==> config.mk <==
export PLATFORM = sky130hd
export DESIGN_NAME = hazard_unit
export DESIGN_NICKNAME = d
export VERILOG_FILES = /design/src/rtl/hz_pkg.sv /design/src/rtl/hz_fwd_sel.sv /design/src/rtl/hz_load_use.sv /design/src/rtl/hz_flush_ctrl.sv /design/src/rtl/hazard_unit.sv
export SDC_FILE = /design/constraint.sdc
export NUM_CORES = 1
export LEC_CHECK = 0
export BUFFER_PORTS_ARGS = -buffer_cell sky130_fd_sc_hd__clkbuf_2
export CAP_MARGIN = 0
export CORE_MARGIN = 4
export CORE_UTILIZATION = 30
export DETAILED_ROUTE_END_ITERATION = 7
export GPL_TIMING_DRIVEN = 1
export PLACE_DENSITY = 0.77
export SETUP_SLACK_MARGIN = 0.15
export SLEW_MARGIN = 20
export SYNTH_ARGS = -nofsm -noshare
export SYNTH_HDL_FRONTEND = slang
export SYNTH_HIERARCHICAL = 1
export SYNTH_SLANG_ARGS = --single-unit
==> constraint.sdc <==
create_clock -name vclk -period 1.2
set_clock_uncertainty 0.1 [all_clocks]
set_input_delay 0.06 -clock vclk [all_inputs]
set_output_delay 0.06 -clock vclk [all_outputs]
set_load 0.02 [all_outputs]
==> src/rtl/hz_pkg.sv <==
package hz_pkg;

   typedef enum logic [1:0] {
      FWD_RF    = 2'b00,
      FWD_MEMWB = 2'b01,
      FWD_EXMEM = 2'b10
   } fwd_sel_e;

   typedef struct packed {
      logic pc_write;
      logic ifid_write;
      logic ifid_flush;
      logic idex_bubble;
      logic exmem_flush;
      logic pc_exc_sel;
   } hz_ctl_t;

   localparam int unsigned NUM_OPERANDS = 2;

endpackage

==> src/rtl/hz_fwd_sel.sv <==
module hz_fwd_sel #(
   parameter int unsigned REG_AW             = 5,
   parameter bit          ZERO_REG_HARDWIRED = 1'b1
) (
   input  logic [REG_AW-1:0] src,
   input  logic [REG_AW-1:0] mem_rd,
   input  logic              mem_reg_we,
   input  logic [REG_AW-1:0] wb_rd,
   input  logic              wb_reg_we,
   output hz_pkg::fwd_sel_e  sel
);

   logic mem_ok;
   logic wb_ok;
   logic hit_mem;
   logic hit_wb;

   generate
      if (ZERO_REG_HARDWIRED) begin : g_zero_skip
         assign mem_ok = mem_reg_we && (mem_rd != '0);
         assign wb_ok  = wb_reg_we  && (wb_rd  != '0);
      end else begin : g_zero_live
         assign mem_ok = mem_reg_we;
         assign wb_ok  = wb_reg_we;
      end
   endgenerate

   assign hit_mem = mem_ok && (mem_rd == src);
   assign hit_wb  = wb_ok  && (wb_rd  == src);

   always_comb begin
      if (hit_mem)     sel = hz_pkg::FWD_EXMEM;
      else if (hit_wb) sel = hz_pkg::FWD_MEMWB;
      else             sel = hz_pkg::FWD_RF;
   end

endmodule

==> src/rtl/hz_load_use.sv <==
module hz_load_use #(
   parameter int unsigned REG_AW = 5
) (
   input  logic              ex_mem_read,
   input  logic [REG_AW-1:0] ex_rt,
   input  logic [REG_AW-1:0] id_rs,
   input  logic [REG_AW-1:0] id_rt,
   output logic              load_use
);

   logic rs_dep;
   logic rt_dep;

   assign rs_dep   = (ex_rt == id_rs);
   assign rt_dep   = (ex_rt == id_rt);
   assign load_use = ex_mem_read && (rs_dep || rt_dep);

endmodule

==> src/rtl/hz_flush_ctrl.sv <==
module hz_flush_ctrl (
   input  logic            load_use,
   input  logic            br_taken,
   input  logic            overflow,
   output hz_pkg::hz_ctl_t ctl
);

   logic hold;
   logic br_flush;

   // Overflow outranks the stall; the stall outranks the branch.
   assign hold     = load_use && !overflow;
   assign br_flush = br_taken && !hold;

   always_comb begin
      ctl             = '0;
      ctl.pc_write    = !hold;
      ctl.ifid_write  = !hold;
      ctl.ifid_flush  = overflow || br_flush;
      ctl.idex_bubble = overflow || hold || br_flush;
      ctl.exmem_flush = overflow;
      ctl.pc_exc_sel  = overflow;
   end

endmodule

==> src/rtl/hazard_unit.sv <==
module hazard_unit #(
   parameter int unsigned REG_AW             = 5,
   parameter int unsigned PC_W               = 32,
   parameter logic [31:0] EXC_VECTOR         = 32'h4000_0040,
   parameter bit          ZERO_REG_HARDWIRED = 1'b1
) (
   input  logic [REG_AW-1:0] ex_rs,
   input  logic [REG_AW-1:0] ex_rt,
   input  logic              ex_mem_read,
   input  logic              ex_overflow,
   input  logic [REG_AW-1:0] mem_rd,
   input  logic              mem_reg_we,
   input  logic [REG_AW-1:0] wb_rd,
   input  logic              wb_reg_we,
   input  logic              wb_mem_to_reg,
   input  logic [REG_AW-1:0] id_rs,
   input  logic [REG_AW-1:0] id_rt,
   input  logic              id_br_taken,
   output logic [1:0]        fwd_a_sel,
   output logic [1:0]        fwd_b_sel,
   output logic              fwd_wb_load,
   output logic              pc_write,
   output logic              ifid_write,
   output logic              ifid_flush,
   output logic              idex_bubble,
   output logic              exmem_flush,
   output logic              pc_exc_sel,
   output logic [PC_W-1:0]   pc_exc_target
);

   localparam int unsigned NOPS = hz_pkg::NUM_OPERANDS;

   generate
      if (REG_AW < 1 || REG_AW > 8) begin : g_bad_aw
         $error("hazard_unit: REG_AW must lie in 1..8");
      end
      if (PC_W < 2 || PC_W > 32) begin : g_bad_pcw
         $error("hazard_unit: PC_W must lie in 2..32");
      end
   endgenerate

   logic [NOPS-1:0][REG_AW-1:0] src_regs;
   hz_pkg::fwd_sel_e             sel [NOPS];
   logic [NOPS-1:0]              takes_wb;
   logic                         load_use;
   hz_pkg::hz_ctl_t              ctl;

   assign src_regs[0] = ex_rs;
   assign src_regs[1] = ex_rt;

   generate
      for (genvar g = 0; g < NOPS; g++) begin : g_opnd
         hz_fwd_sel #(
            .REG_AW             (REG_AW),
            .ZERO_REG_HARDWIRED (ZERO_REG_HARDWIRED)
         ) u_sel (
            .src        (src_regs[g]),
            .mem_rd     (mem_rd),
            .mem_reg_we (mem_reg_we),
            .wb_rd      (wb_rd),
            .wb_reg_we  (wb_reg_we),
            .sel        (sel[g])
         );
         assign takes_wb[g] = (sel[g] == hz_pkg::FWD_MEMWB);
      end
   endgenerate

   assign fwd_a_sel   = sel[0];
   assign fwd_b_sel   = sel[1];
   assign fwd_wb_load = wb_mem_to_reg && (|takes_wb);

   hz_load_use #(.REG_AW(REG_AW)) u_lu (
      .ex_mem_read (ex_mem_read),
      .ex_rt       (ex_rt),
      .id_rs       (id_rs),
      .id_rt       (id_rt),
      .load_use    (load_use)
   );

   hz_flush_ctrl u_fl (
      .load_use (load_use),
      .br_taken (id_br_taken),
      .overflow (ex_overflow),
      .ctl      (ctl)
   );

   assign pc_write      = ctl.pc_write;
   assign ifid_write    = ctl.ifid_write;
   assign ifid_flush    = ctl.ifid_flush;
   assign idex_bubble   = ctl.idex_bubble;
   assign exmem_flush   = ctl.exmem_flush;
   assign pc_exc_sel    = ctl.pc_exc_sel;
   assign pc_exc_target = EXC_VECTOR[PC_W-1:0];

endmodule

==> results.sh, run 1 <==
export IMPL_peakVddDrop_mv=0.1961
export IMPL_post_route_util_pct=58.39
export IMPL_ant_nets=0
export IMPL_path_max_fanout=4
export IMPL_fp_dieArea_um2=3367
export IMPL_design_seq_count=0
export IMPL_fin_area_um2=1341
export IMPL_slowest_stage="o41ai_4"
export IMPL_status="complete, but fails checks"
export IMPL_crit_family="compound AO/OA/AOI/OAI gates"
export IMPL_holdWs_ps=307.8
export IMPL_synth_top_area_share_pct=37.00
export IMPL_worst_setup_path_end_kind="output pin"
export IMPL_io_pins=79
export IMPL_crit_buf_inv=2
export IMPL_cp_slowest_stage_delay_ps=380
export IMPL_seq_area_um2=0
export IMPL_required_ps=1040
export IMPL_yosys_warnings=6
export IMPL_period_share_pct=119.5
export IMPL_wl_met1_um=819
export IMPL_final_layout_size_suffix_gt1_share_pct=59.74
export IMPL_die_w_um=58.03
export IMPL_violations="setup timing"
export IMPL_syn_area_um2=750.7
export IMPL_first_pass_iters=3
export IMPL_synth_most_common_cell="buf_4"
export IMPL_fmax_mhz=697.2
export IMPL_hold_violations=0
export IMPL_cap_viol_max_count=0
export IMPL_wl_per_cell_um=14.26
export IMPL_synthTopCellsByArea="buf_4 (37%), xnor2_1 (23%), xor2_1 (7.0%)"
export IMPL_fill_cells=213
export IMPL_syn_inst=101
export IMPL_initial_core_util_pct=32.68
export IMPL_worst_slack_ps=-234.4
export IMPL_rsz0062_at_grt="true"
export IMPL_dr_wl_met2_um=1481
export IMPL_yosys_area_top_type="buf_4"
export IMPL_worstPathArrival_ps=1270
export IMPL_detail_route_iter0_violations=11
export IMPL_route_met3_wl_um=273
export IMPL_final_cell_count_no_fill=182
export IMPL_hp_class="in2out"
export IMPL_antenna_found_initial=0
export IMPL_grt_pass1_vias=738
export IMPL_p_leak_nw=0.6357
export IMPL_p_per_area_nw_per_um2=385.1
export IMPL_clock_buffers=0
export IMPL_place_inst=180
export IMPL_top_layer_used="met4"
export IMPL_vias_per_cell=4.291
export IMPL_diodes=0
export IMPL_synth_cell_types=20
export IMPL_hpwl_um=1771
export IMPL_cp_cell_sequence="clkbuf_16 -> o41ai_4 -> a211oi_4 -> nor3_4 -> nand2b_1 -> a21boi_2 -> clkbuf_8"
export IMPL_grt_pass1_wl_um=3394
export IMPL_grt_use_total_pct=12.54
export IMPL_dpl_instance_area_um2=957.2
export IMPL_core_um2=2297
export IMPL_syn_avg_cell_area_um2=7.433
export IMPL_port_buffers=47
export IMPL_drc=0
export IMPL_synthTopCellsByCount="buf_4 (37), xnor2_1 (20), nand2_1 (6), xor2_1 (6)"
export IMPL_drt_wl_total_um=2596
export IMPL_setup_violations=9
export IMPL_ctsHoldBuffers=0
export IMPL_synth_seq_area_share_pct=0
export IMPL_vias=781
export IMPL_place_congestion=0.7881
export IMPL_crit_type="in2out"
export IMPL_slew_violations=0
export IMPL_final_nets=192
export IMPL_gr_total_overflow=0
export IMPL_start_kind="primary input"
export IMPL_area_growth_pct=78.67
export IMPL_total_power_mw=0.5166
export IMPL_grt_max_degree=7
export IMPL_period_minus_slack_ps=1434
export IMPL_die_h_um=58.03
export IMPL_multi_input_area_um2=790.8
export IMPL_row_count=17
## layer usage
| metal | track usage [%] | vias up |
|---|---|---|
| met3 | 2.450 | 2 |
| li1 | - | 374 |
| met5 | 0 | - |
| met1 | 13.83 | 359 |
| met4 | 1.656 | 0 |
| met2 | 24.84 | 46 |
## worst paths after layout
path / from / endpoint / slack, ps / cells after the start
hold / removal: ex_overflow / pc_exc_sel / 310 / 2
setup / recovery: mem_rd[3] / fwd_wb_load / -230 / 7
## area by class of cell
| type | count | area share, % |
|---|---|---|
| multi-input combinational | 93 | 58.96 |
| inverter | 1 | 0.2798 |
| timing repair buffer | 60 | 38.15 |
| tap | 28 | 2.612 |
## cells in the final DEF, fill, tap and decap left out, drive strengths merged
master | netlist | final
buf | 37 | 26
clkbuf | 0 | 34
a21o | 1 | 1
nand4 | 2 | 2
nor4 | 2 | 2
nor2 | 2 | 2
o41ai | 2 | 2
nor3 | 6 | 6
nand3 | 4 | 4
nand2 | 6 | 6
inv | 1 | 1
nand2b | 3 | 3
conb | 2 | 32
xor2 | 6 | 6
a211oi | 2 | 2
xnor2 | 20 | 20
a21oi | 2 | 2
or3 | 1 | 1
o22ai | 1 | 1
a21boi | 1 | 1
## power breakdown
part           switching (mW)  internal (mW)  leakage (nW)
Combinational           0.288          0.229         0.636
Sequential                  0              0             0
Clock                       0              0             0
Total                   0.288          0.229         0.636
## through the flow
| step | TNS [ps] | worst slack (ps) |
|---|---|---|
| floorplan | -134.5 | -134.5 |
| global placement | -1201 | -288.9 |
| detailed placement | -1433 | -315.7 |
| CTS | -1200 | -243.2 |
| global route | -1622 | -341.8 |
| finish | -1266 | -234.4 |
## cells by family after synthesis
kind of cell / Yosys count / synth area share [%]
and+or+nand+nor: 26 / 18.67
buffers and inverters: 38 / 37.50
xor gates and xnor gates: 26 / 30.33
other: 2 / 1.000
AOI/OAI and AO/OA: 9 / 12.50
## repair_timing
item / CTS / global route
setup endpoints to repair: 9 / 9
resized for setup: 29 / 52
pin swaps: 12 / 12
buffers inserted: 2 / 0
cloned: 0 / 0
No activity file was read; power rests on OpenSTA's default activity.
==> inputs of run 2 (changes only) <==
--- a/config.mk
+++ b/config.mk
@@ -7,7 +7,6 @@
 export LEC_CHECK = 0
 export BUFFER_PORTS_ARGS = -buffer_cell sky130_fd_sc_hd__clkbuf_2
 export CAP_MARGIN = 0
-export CORE_MARGIN = 4
 export CORE_UTILIZATION = 30
 export DETAILED_ROUTE_END_ITERATION = 7
 export GPL_TIMING_DRIVEN = 1
==> run 2 against run 1 <==
Effect of this change: the flow still finishes with violations (setup timing); count of clock-buffer cells in the layout unchanged; non-clock buffer count shrank 1; via count fell by 2.9%; total power shrank 6.2%; largest power group unchanged.
==> results.sh, run 2 (synthesized netlist as in run 1, its figures left out) <==
export IMPL_die_w_um=52.03
export IMPL_port_buffers=47
export IMPL_die_h_um=52.03
export IMPL_crit_type="in2out"
export IMPL_hpwl_um=1521
export IMPL_worstPathArrival_ps=1300
export IMPL_status="complete, but fails checks"
export IMPL_grt_max_degree=7
export IMPL_row_count=17
export IMPL_cap_viol_max_count=0
export IMPL_violations="setup timing"
export IMPL_fp_dieArea_um2=2707
export IMPL_grt_use_total_pct=12.89
export IMPL_design_seq_count=0
export IMPL_p_per_area_nw_per_um2=374.3
export IMPL_io_pins=79
export IMPL_ant_nets=0
export IMPL_worst_slack_ps=-260.8
export IMPL_layout_common_cells="conb_1 (32), clkbuf_2 (28), xnor2_1 (11)"
export IMPL_fin_area_um2=1295
export IMPL_rsz0062_at_grt="true"
export IMPL_drc=0
export IMPL_detail_route_iter0_violations=3
export IMPL_setup_violations=9
export IMPL_drt_wl_total_um=2041
export IMPL_setup_tns_ps=-1001
export IMPL_place_congestion=0.7789
export IMPL_hp_class="in2out"
export IMPL_antenna_found_initial=0
export IMPL_hold_violations=0
export IMPL_grt_pass1_vias=642
export IMPL_vias_per_cell=4.188
export IMPL_gr_total_overflow=0
export IMPL_final_layout_size_suffix_gt1_share_pct=57.52
export IMPL_final_nets=191
export IMPL_path_max_fanout=4
export IMPL_core_um2=2276
export IMPL_period_share_pct=121.7
export IMPL_period_minus_slack_ps=1461
export IMPL_grt_pass1_wl_um=2760
export IMPL_dpl_instance_area_um2=957.2
export IMPL_p_leak_nw=0.6088
export IMPL_ctsHoldBuffers=0
export IMPL_diodes=0
export IMPL_clock_buffers=0
export IMPL_final_cell_count_no_fill=181
export IMPL_start_kind="primary input"
export IMPL_worst_setup_path_end_kind="output pin"
export IMPL_fmax_mhz=684.5
export IMPL_initial_core_util_pct=32.99
export IMPL_required_ps=1040
export IMPL_peakVddDrop_mv=0.2062
export IMPL_vias=758
export IMPL_place_inst=180
export IMPL_dp_slack_ps=-304.7
export IMPL_first_pass_iters=2
export IMPL_wl_per_cell_um=11.28
export IMPL_layout_commonest_cell="conb_1"
export IMPL_area_growth_pct=72.50
export IMPL_seq_area_um2=0
export IMPL_slew_violations=0
-- run 2: final timing paths --
check | slack [ps] | depth (start not counted) | from | end
setup / recovery | -260 | 7 | mem_rd[0] | fwd_wb_load
hold / removal | 280 | 2 | ex_overflow | exmem_flush
-- run 2: cell type report --
class / instances / area [um^2]
well taps: 28 / 35.03
repair buffers: 59 / 515.5
fillers: 195 / 980.9
inverters: 1 / 3.754
multi-input cells: 93 / 740.7
-- run 2: power by group --
group	internal (mW)	switching [mW]
combinational	0.218	0.266
sequential	0	0
clock	0	0
-- run 2: timing repair --
| item | 4_1_cts | 5_1_grt |
|---|---|---|
| pin swaps | 13 | 13 |
| setup buffers | 0 | 1 |
| resized for setup | 38 | 34 |
| setup endpoints to repair | 9 | 9 |
-- run 2: stage by stage --
step | power (mW) | utilization, % | hold slack (ps)
global placement | 0.3600 | 42.06 | 280.8
detailed placement | 0.3623 | 42.06 | 282.0
finish | 0.4847 | 56.90 | 279.6
CTS | 0.4289 | 51.51 | 282.0
global route | 0.5197 | 56.90 | 294.1
floorplan | 0.3083 | - | 132.6
-- run 2: per-layer routing --
metal  track usage (%)  vias up  routed length (um)
li1                  -      370                   -
met5                 0        -                   0
met1             16.23      346                 757
met4            0.9009        0                  12
met2             23.93       40                1116
met3             1.462        2                 154
-- run 2: worst max-delay path, stage by stage --
cell	delay (ps)
buf_4	150
o41ai_4	400
a211oi_4	130
nor3_4	150
nand2b_1	90
a21boi_2	150
clkbuf_8	160
